**src/rtl/can_btg_pkg.sv**
```systemverilog
package can_btg_pkg;
  localparam int TS2_W = 3;
  localparam int TS1_W = 4;
  localparam int SJW_W = 2;
  localparam int BRP_W = 6;
  localparam int CFG_W = TS2_W + TS1_W + SJW_W + BRP_W;

  typedef struct packed {
    logic [TS2_W-1:0] ts2_m1;
    logic [TS1_W-1:0] ts1_m1;
    logic [SJW_W-1:0] sjw_m1;
    logic [BRP_W-1:0] brp_m1;
  } timing_t;

  typedef enum logic [1:0] {
    SEG_SYNC = 2'd0,
    SEG_TS1  = 2'd1,
    SEG_TS2  = 2'd2
  } seg_e;
endpackage

```
**src/rtl/can_btg_rx_sync.sv**
```systemverilog
module can_btg_rx_sync #(
  parameter int STAGES = 2
) (
  input  logic clk_i,
  input  logic rst_ni,
  input  logic rx_i,
  output logic rx_o,
  output logic fall_o
);
  logic [STAGES-1:0] sync_q;
  logic              prev_q;

  for (genvar g = 0; g < STAGES; g++) begin : g_stage
    if (g == 0) begin : g_first
      always_ff @(posedge clk_i or negedge rst_ni)
        if (!rst_ni) sync_q[g] <= 1'b1;
        else         sync_q[g] <= rx_i;
    end else begin : g_next
      always_ff @(posedge clk_i or negedge rst_ni)
        if (!rst_ni) sync_q[g] <= 1'b1;
        else         sync_q[g] <= sync_q[g-1];
    end
  end

  always_ff @(posedge clk_i or negedge rst_ni)
    if (!rst_ni) prev_q <= 1'b1;
    else         prev_q <= sync_q[STAGES-1];

  assign rx_o   = sync_q[STAGES-1];
  assign fall_o = prev_q & ~sync_q[STAGES-1];

  p_no_double_fall_r11: assert property (@(posedge clk_i) disable iff (!rst_ni)
    fall_o |=> !fall_o);
endmodule

```
**src/rtl/can_btg_prescaler.sv**
```systemverilog
module can_btg_prescaler #(
  parameter int BRP_W = 6
) (
  input  logic             clk_i,
  input  logic             rst_ni,
  input  logic             clr_i,
  input  logic [BRP_W-1:0] brp_m1_i,
  output logic             tick_o
);
  logic [BRP_W-1:0] cnt_q;

  assign tick_o = !clr_i && (cnt_q == brp_m1_i);

  always_ff @(posedge clk_i or negedge rst_ni)
    if (!rst_ni)      cnt_q <= '0;
    else if (clr_i)   cnt_q <= '0;
    else if (tick_o)  cnt_q <= '0;
    else              cnt_q <= cnt_q + 1'b1;

  p_cnt_range_r1: assert property (@(posedge clk_i) disable iff (!rst_ni)
    !clr_i |-> cnt_q <= brp_m1_i);
  p_clr_restarts_r4: assert property (@(posedge clk_i) disable iff (!rst_ni)
    clr_i |=> cnt_q == '0);
endmodule

```
**src/rtl/can_btg_seg.sv**
```systemverilog
module can_btg_seg
  import can_btg_pkg::*;
#(
  parameter int T1_W = TS1_W,
  parameter int T2_W = TS2_W,
  parameter int SJ_W = SJW_W
) (
  input  logic            clk_i,
  input  logic            rst_ni,
  input  logic            init_i,
  input  logic            tick_i,
  input  logic            fall_i,
  input  logic            idle_i,
  input  logic [T1_W-1:0] ts1_m1_i,
  input  logic [T2_W-1:0] ts2_m1_i,
  input  logic [SJ_W-1:0] sjw_m1_i,
  output logic            restart_o,
  output logic            bit_start_o,
  output logic            sample_o
);
  localparam int QC_W = T1_W + 2;

  seg_e            state_q;
  logic [QC_W-1:0] qc_q, ext_q, sh_q;
  logic            done_q;

  logic [QC_W-1:0] ts1_len, ts2_len, sjw_len, err, ext_n, sh_n;
  logic            hard, resync, early_restart, ts1_end, ts2_end;

  assign ts1_len = QC_W'(ts1_m1_i) + 1'b1;
  assign ts2_len = QC_W'(ts2_m1_i) + 1'b1;
  assign sjw_len = QC_W'(sjw_m1_i) + 1'b1;

  assign hard   = fall_i && idle_i;
  assign resync = fall_i && !idle_i && !done_q && (state_q != SEG_SYNC);

  always_comb begin
    ext_n         = ext_q;
    sh_n          = sh_q;
    early_restart = 1'b0;
    err           = '0;
    if (resync && state_q == SEG_TS1) begin
      err   = qc_q + 1'b1;                 // late by q+1 quanta
      ext_n = (err < sjw_len) ? err : sjw_len;
    end else if (resync && state_q == SEG_TS2) begin
      err = ts2_len - qc_q;                // early by remaining quanta
      if (err <= sjw_len) early_restart = 1'b1;
      else                sh_n = sjw_len;
    end
  end

  assign restart_o   = hard || early_restart;
  assign ts1_end     = (qc_q == ts1_len + ext_n - 1'b1);
  assign ts2_end     = (qc_q == ts2_len - sh_n - 1'b1);
  assign sample_o    = tick_i && (state_q == SEG_TS1) && ts1_end;
  assign bit_start_o = tick_i && (state_q == SEG_SYNC);

  always_ff @(posedge clk_i or negedge rst_ni)
    if (!rst_ni) begin
      state_q <= SEG_SYNC;
      qc_q    <= '0;
      ext_q   <= '0;
      sh_q    <= '0;
      done_q  <= 1'b0;
    end else if (init_i || restart_o) begin
      state_q <= SEG_SYNC;
      qc_q    <= '0;
      ext_q   <= '0;
      sh_q    <= '0;
      done_q  <= 1'b0;
    end else begin
      if (resync) begin
        done_q <= 1'b1;
        ext_q  <= ext_n;
        sh_q   <= sh_n;
      end
      if (tick_i) begin
        unique case (state_q)
          SEG_SYNC: begin
            state_q <= SEG_TS1;
            qc_q    <= '0;
            ext_q   <= '0;
            sh_q    <= '0;
            done_q  <= 1'b0;
          end
          SEG_TS1: begin
            if (ts1_end) begin
              state_q <= SEG_TS2;
              qc_q    <= '0;
            end else qc_q <= qc_q + 1'b1;
          end
          SEG_TS2: begin
            if (ts2_end) begin
              state_q <= SEG_SYNC;
              qc_q    <= '0;
            end else qc_q <= qc_q + 1'b1;
          end
          default: state_q <= SEG_SYNC;
        endcase
      end
    end

  p_sample_to_ts2_r3: assert property (@(posedge clk_i) disable iff (!rst_ni)
    (sample_o && !init_i) |=> (state_q == SEG_TS2 && qc_q == '0));
  p_ext_cap_r7: assert property (@(posedge clk_i) disable iff (!rst_ni)
    ext_q <= sjw_len);
  p_one_resync_r9: assert property (@(posedge clk_i) disable iff (!rst_ni)
    (done_q && !bit_start_o && !restart_o && !init_i) |=> ($stable(ext_q) && $stable(sh_q)));
  p_hard_sync_r6: assert property (@(posedge clk_i) disable iff (!rst_ni)
    (hard && !init_i) |=> (state_q == SEG_SYNC && qc_q == '0));
endmodule

```
**src/rtl/can_bit_timing.sv**
```systemverilog
module can_bit_timing
  import can_btg_pkg::*;
(
  input  logic             clk_i,
  input  logic             rst_ni,
  input  logic             init_i,
  input  logic [CFG_W-1:0] cfg_i,
  input  logic             bus_idle_i,
  input  logic             rx_i,
  output logic             tq_tick_o,
  output logic             bit_start_o,
  output logic             sample_o,
  output logic             rx_bit_o
);
  timing_t cfg_q;
  logic    rx_sync, fall, restart, tick;

  always_ff @(posedge clk_i or negedge rst_ni)
    if (!rst_ni)     cfg_q <= '0;
    else if (init_i) cfg_q <= timing_t'(cfg_i);

  can_btg_rx_sync #(.STAGES(2)) u_sync (
    .clk_i  (clk_i),
    .rst_ni (rst_ni),
    .rx_i   (rx_i),
    .rx_o   (rx_sync),
    .fall_o (fall)
  );

  can_btg_prescaler #(.BRP_W(BRP_W)) u_presc (
    .clk_i    (clk_i),
    .rst_ni   (rst_ni),
    .clr_i    (init_i || restart),
    .brp_m1_i (cfg_q.brp_m1),
    .tick_o   (tick)
  );

  can_btg_seg #(.T1_W(TS1_W), .T2_W(TS2_W), .SJ_W(SJW_W)) u_seg (
    .clk_i       (clk_i),
    .rst_ni      (rst_ni),
    .init_i      (init_i),
    .tick_i      (tick),
    .fall_i      (fall),
    .idle_i      (bus_idle_i),
    .ts1_m1_i    (cfg_q.ts1_m1),
    .ts2_m1_i    (cfg_q.ts2_m1),
    .sjw_m1_i    (cfg_q.sjw_m1),
    .restart_o   (restart),
    .bit_start_o (bit_start_o),
    .sample_o    (sample_o)
  );

  always_ff @(posedge clk_i or negedge rst_ni)
    if (!rst_ni)       rx_bit_o <= 1'b1;
    else if (sample_o) rx_bit_o <= rx_sync;

  assign tq_tick_o = tick;

  p_rx_capture_r10: assert property (@(posedge clk_i) disable iff (!rst_ni)
    sample_o |=> rx_bit_o == $past(rx_sync));
  p_init_quiet_r4: assert property (@(posedge clk_i) disable iff (!rst_ni)
    init_i |-> !(tq_tick_o || bit_start_o || sample_o));
endmodule

```
**config.mk**
```make
export PLATFORM = sky130hd
export DESIGN_NAME = can_bit_timing
export DESIGN_NICKNAME = d
export VERILOG_FILES = /design/src/rtl/can_btg_pkg.sv /design/src/rtl/can_btg_rx_sync.sv /design/src/rtl/can_btg_prescaler.sv /design/src/rtl/can_btg_seg.sv /design/src/rtl/can_bit_timing.sv
export SDC_FILE = /design/constraint.sdc
export NUM_CORES = 1
export LEC_CHECK = 0
export CORE_MARGIN = 2
export CORE_UTILIZATION = 45
export DETAILED_ROUTE_END_ITERATION = 7
export PLACE_DENSITY = 0.71
export SKIP_CTS_REPAIR_TIMING = 1
export SYNTH_ARGS = -nofsm -noshare
export SYNTH_HDL_FRONTEND = slang
export SYNTH_SLANG_ARGS = --single-unit
```
**constraint.sdc**
```tcl
create_clock -name clk_i -period 8.3 [get_ports clk_i]
set_input_delay 1.66 -clock clk_i [delete_from_list [all_inputs] [get_ports clk_i]]
set_output_delay 1.66 -clock clk_i [all_outputs]
set_load 0.05 [all_outputs]
```
**Yosys cells after proc, flatten, opt, wreduce, memory -nomap -nowiden**

Index checks and enable logic that the tools add are counted.
Widths: inputs -> output; s select.

- Bitwise logic cells: 2
- Equality and inequality tests: 7
- Reduce and logical (&&, ||, !) cells: 21
- Mux-type cells: 32
- $lt $le $gt $ge: 2
- Add/subtract/negate cells: 10

Operators with widths:

| kind | number |
|---|---|
| $mux 6 | 19 |
| $eq 6x6->1 | 3 |
| $pmux 6 s3 | 1 |
| $add 6x1->6 const B | 2 |
| $sub 6x1->6 const B | 2 |
| $sub 6x6->6 | 2 |
| $logic_and 1x1->1 | 10 |
| $mux 2 | 4 |
| $mux 1 | 7 |
| $add 6x6->6 | 1 |
| $le 6x6->1 | 1 |
| $lt 6x6->1 | 1 |
| $ne 3x2->1 const B | 2 |
| $pmux 2 s3 | 1 |
| $add 4x1->5 const B | 1 |
| $add 3x1->4 const B | 1 |
| $reduce_bool 2->1 | 2 |
| $reduce_bool 4->1 | 1 |
| $add 2x1->3 const B | 1 |
| $logic_not 1->1 | 3 |
| $reduce_and 3->1 | 1 |
| $eq 2x1->1 const B | 1 |
| $eq 2x2->1 const B | 1 |
| $logic_not 2->1 | 1 |
| 4 further kinds | 5 |

- Word-level logic and storage cells: 88
- Bits of input ports: 20
- Output and inout port bits: 4
- Bits in registers: 46

**Depth between registers and ports, before layout**

- Depth in word-level cells: 15
- Gate-level depth with buffers: 21
- Gate-level depth less buffers: 21

**Cells and area by module**

A second synthesis with hierarchy kept.

- Cells, all modules: 307
- Area total of the unflattened synthesis: 3183.1 µm²

Modules (own cells, without submodules):

| module | cells each | sequential area each (µm²) | area each (µm²) | times used |
|---|---|---|---|---|
| can_btg_seg | 231 | 525.5 | 2060.7 | 1 |
| can_bit_timing | 35 | 401.6 | 653.1 | 1 |
| can_btg_prescaler | 37 | 150.1 | 376.6 | 1 |
| can_btg_rx_sync | 4 | 78.8 | 92.6 | 1 |

**Worst setup path before layout**

No wires, ideal clock.

- Kind: input-to-output
- Start: input port bus_idle_i
- End: output port sample_o
- Buffers on the path: 0
- Cell stages on the path: 12
- Slack: 2187 ps
- Arrival time: 4453 ps
- Data required time: 6640 ps
- Cells stage by stage: nor4b_2 > nand3_1 > mux2i_1 > ha_1 > inv_1 > ha_1 > fa_1 > a21o_1 > a21oi_1 > xnor2_1 > xnor2_1 > and4_1

- Longest elaborated chain between the ends: 13

Ends and longest elaborated chain:

| element | RTL line | text |
|---|---|---|
| from (decl) | can_bit_timing.sv:8 | `input logic bus_idle_i,` |
| branches (longest 12 deep; another with $add 6x6->6) | - |  |
| $logic_and 1x1->1 * | can_btg_seg.sv:55 | `assign sample_o = tick_i && (state_q == SEG_TS1) && ts1_end;` |
| to (decl) | can_bit_timing.sv:12 | `output logic sample_o,` |

Every way passes the cells marked *.

**Final worst setup path**

Same ends and word-level chain as after synthesis.

==> impl_metrics.py <==
metrics = {
    "yosys": {
        "ys.warnings.count": 0,
        "synth_compound_area_frac": 0.133,
        "ys.flop_type": "dfrtp_1",
        "synth_top_family_by_area": "simple AND/OR/NAND/NOR gates",
        "synth_adder_area_share": 0.138,
        "muxShareOfSynthArea": 0.0903,
        "synth_area_sq_mm": 0.00334,
        "ys_ff_latch": 46,
        "synth_xor_area_frac": 0.0881,
        "async_flop_share": 1.00,
        "syn_area_per_cell_sq_um": 9.94,
        "ys_seq_area_frac": 0.346,
        "syn_inst": 336,
        "ys_types": 58,
        "synth_nets": 391,
        "synth-simple-area-share": 0.165,
        "synth-edff-count": 0,
    },
    "floorplanning": {
        "coreArea_sq_mm": 0.00721,
        "fp.dieH_um": 90.1,
        "placement_rows": 31,
        "start_util": 0.463,
        "die_x_um": 90.1,
        "die-area_sq_mm": 0.00812,
        "io_pins": 24,
    },
    "layout": {
        "drive_gt1_frac": 0.125,
        "final_nets": 413,
        "antenna_cells": 0,
        "synthToLayoutAreaGrowth_pct": 12.8,
        "fin_util": 0.522,
    },
    "placed_design": {
        "dp_hpwl_mm": 5.07,
        "portBuffers": 23,
        "post-place-ws_ns": 0.770,
        "gp_congestion": 0.809,
    },
    "routing": {
        "num_vias": 2391,
        "viasPerCell": 5.22,
        "drt-total-wl_mm": 6.41,
        "drt_iter0_drc": 74,
        "detail-route-antenna-nets": 0,
        "wl_per_cell_um": 14.0,
        "drt_first_pass_iters": 4,
        "drc": 0,
    },
    "global_route": {
        "overflow": 0,
        "grt_util_all_layers": 0.169,
        "grt_pass1_vias": 2490,
        "grt_max_degree": 47,
        "grt_pass1_wl_mm": 11.4,
        "antenna_found_initial": 0,
    },
    "worst_hold_path": {
        "worstHoldPathType": "reg -> reg",
    },
    "sta": {
        "slew_headroom": 0.329,
        "clock_skew_ns": 0.00907,
        "drv_slew": 0,
        "setup_tns_ns": 0,
        "max_freq_mhz": 134,
        "setup_ws_ns": 0.815,
        "hold_violations": 0,
        "tightestPinTransition_ns": 1.01,
        "final-setup-viol-count": 0,
        "min_period_over_period": 0.902,
        "rsz0062_at_grt": "no",
        "whs_ns": 0.361,
        "fin_crit_ns": 7.48,
    },
    "cts": {
        "path_clk_slew_ns": 0.09,
        "clk_latency_ns": 0.31,
        "cts_tree": "done",
        "h-tree-depth": 2,
        "cts_sinks": 46,
        "clock_path_buffers": 2,
        "numCtsBuffers": 5,
        "cts_root_buf": "clkbuf_8",
    },
    "setup_path": {
        "startpoint_type": "input port",
        "end_kind": "output pin",
        "critical_path_class": "in -> out",
        "cp.required_ns": 6.64,
        "critPathMaxFanout": 5,
        "cp.arrival_ns": 5.82,
    },
    "pwr": {
        "power_density_mw_per_mm2": 157,
        "power_leakage_nw": 1.64,
        "peakVddDrop_uv": 105,
    },
    "flow_run": {
        "cap_violations": 0,
    },
    "outcome": {
        "status": "completed",
    },
}
==> synth_stat cells, types with 2 or more instances <==
library cell,number,area [sq um]
o31a_1,2,17.5
o21ai_0,10,50.1
mux2i_1,11,110
or2_2,2,12.5
inv_1,24,90.1
fa_1,3,60.1
xnor2_1,18,158
dfstp_2,4,105
o21ai_2,4,35.0
a21oi_1,8,40.0
and3_1,5,31.3
dfrtp_1,42,1050
mux2_2,14,158
and4_1,2,17.5
nand2_1,30,113
nor2_1,27,101
clkbuf_1,4,15.0
xor2_1,13,114
nor3_1,2,10.0
nand3_1,15,75.1
o21a_1,5,37.5
a211oi_2,2,25.0
buf_2,4,20.0
o221ai_1,4,35.0
nor2b_1,7,43.8
and2_1,4,25.0
a21o_1,5,37.5
ha_1,32,400
nor3b_1,4,30.0
==> layer usage <==
| layer | up-vias | part of all wire | track usage |
|---|---|---|---|
| met2 | 30 | 0.50 | 0.299 |
| met4 | 0 | 0.014 | 0.0449 |
| li1 | 1210 | - | - |
| met3 | 6 | 0.024 | 0.0251 |
| met5 | - | 0 | 0 |
| met1 | 1145 | 0.46 | 0.217 |
==> area by class of cell <==
cell class,count,area (sq um)
well taps,99,124
flip-flops and latches,46,1160
inverters,24,90.1
fillers,686,3450
clock inverters,3,43.8
multi-input cells,257,2050
repair buffers,24,233
clock buffers,5,68.8
==> registers in the layout, indices dropped and copies added (netlist names) <==
| name | count |
|---|---|
| cfg_q | 15 |
| u_presc.cnt_q | 6 |
| u_seg.ext_q | 6 |
| u_seg.qc_q | 6 |
| u_seg.sh_q | 6 |
| u_seg.state_q | 2 |
| rx_bit_o | 1 |
| u_seg.done_q | 1 |
| u_sync.prev_q | 1 |
| u_sync.rx_o | 1 |
| u_sync.sync_q | 1 |
==> cell families (layout without fill, tap and decap cells) <==
group,count (synthesis),after routing
mux,27,27
buf+inv,33,56
simple gates,107,107
xor+xnor,32,32
compound gates,56,56
fa+ha+maj,35,35
flops,46,46
==> final timing paths <==
| path | cells after the start | slack, ns | endpoint | start |
|---|---|---|---|---|
| worst max-delay path | 14 | 0.82 | sample_o | bus_idle_i |
| worst min-delay path | 0 | 0.36 | u_sync.rx_o | u_sync.sync_q[0] |
| worst max register to register | 20 | 2.99 | u_seg.state_q[1] | u_seg.qc_q[0] |
| worst min register to register | 0 | 0.36 | u_sync.rx_o | u_sync.sync_q[0] |
| max in group asynchronous | 1 | 6.16 | u_presc.cnt_q[1] | rst_ni |
| min in group asynchronous | 1 | 1.52 | cfg_q[9] | rst_ni |
==> critical path, cell delays in order <==
cell and delay (ns):
clkdlybuf4s50_1 0.52, nor4b_2 0.38, nand3_1 0.30, mux2i_1 0.22
ha_1 0.30, inv_1 0.04, ha_1 0.21, fa_1 0.40
a21o_1 0.19, a21oi_1 0.22, xnor2_1 0.17, xnor2_1 0.13
and4_1 0.26, clkdlybuf4s50_1 0.82
==> power breakdown <==
| group | internal, W | total (W) | switching [W] |
|---|---|---|---|
| sequential | 0.000234 | 0.000242 | 0.00000829 |
| combinational | 0.0000859 | 0.000176 | 0.0000898 |
| clock | 0.0000904 | 0.000172 | 0.0000815 |
| total | 0.000410 | 0.000590 | 0.000180 |
==> placed cells by master, fill, tap and decap left out, types with 7 or more instances in the layout <==
cell type | Yosys | layout
dfrtp_1 | 42 | 42
ha_1 | 32 | 32
nand2_1 | 30 | 30
nor2_1 | 27 | 27
inv_1 | 24 | 24
clkdlybuf4s50_1 | 0 | 22
xnor2_1 | 18 | 18
nand3_1 | 15 | 15
mux2_2 | 14 | 14
xor2_1 | 13 | 13
mux2i_1 | 11 | 11
o21ai_0 | 10 | 10
a21oi_1 | 8 | 8
nor2b_1 | 7 | 7
==> through the flow <==
step | instances | cell area (sq um) | power [W]
5_1_grt | 458 | 3760 | 0.000630
2_1_floorplan | 336 | 3340 | 0.000381
6_report | 458 | 3760 | 0.000590
4_1_cts | 458 | 3760 | 0.000597
3_3_place_gp | 450 | 3650 | 0.000417
3_5_place_dp | 450 | 3650 | 0.000424
(Power assumes the default switching activity.)
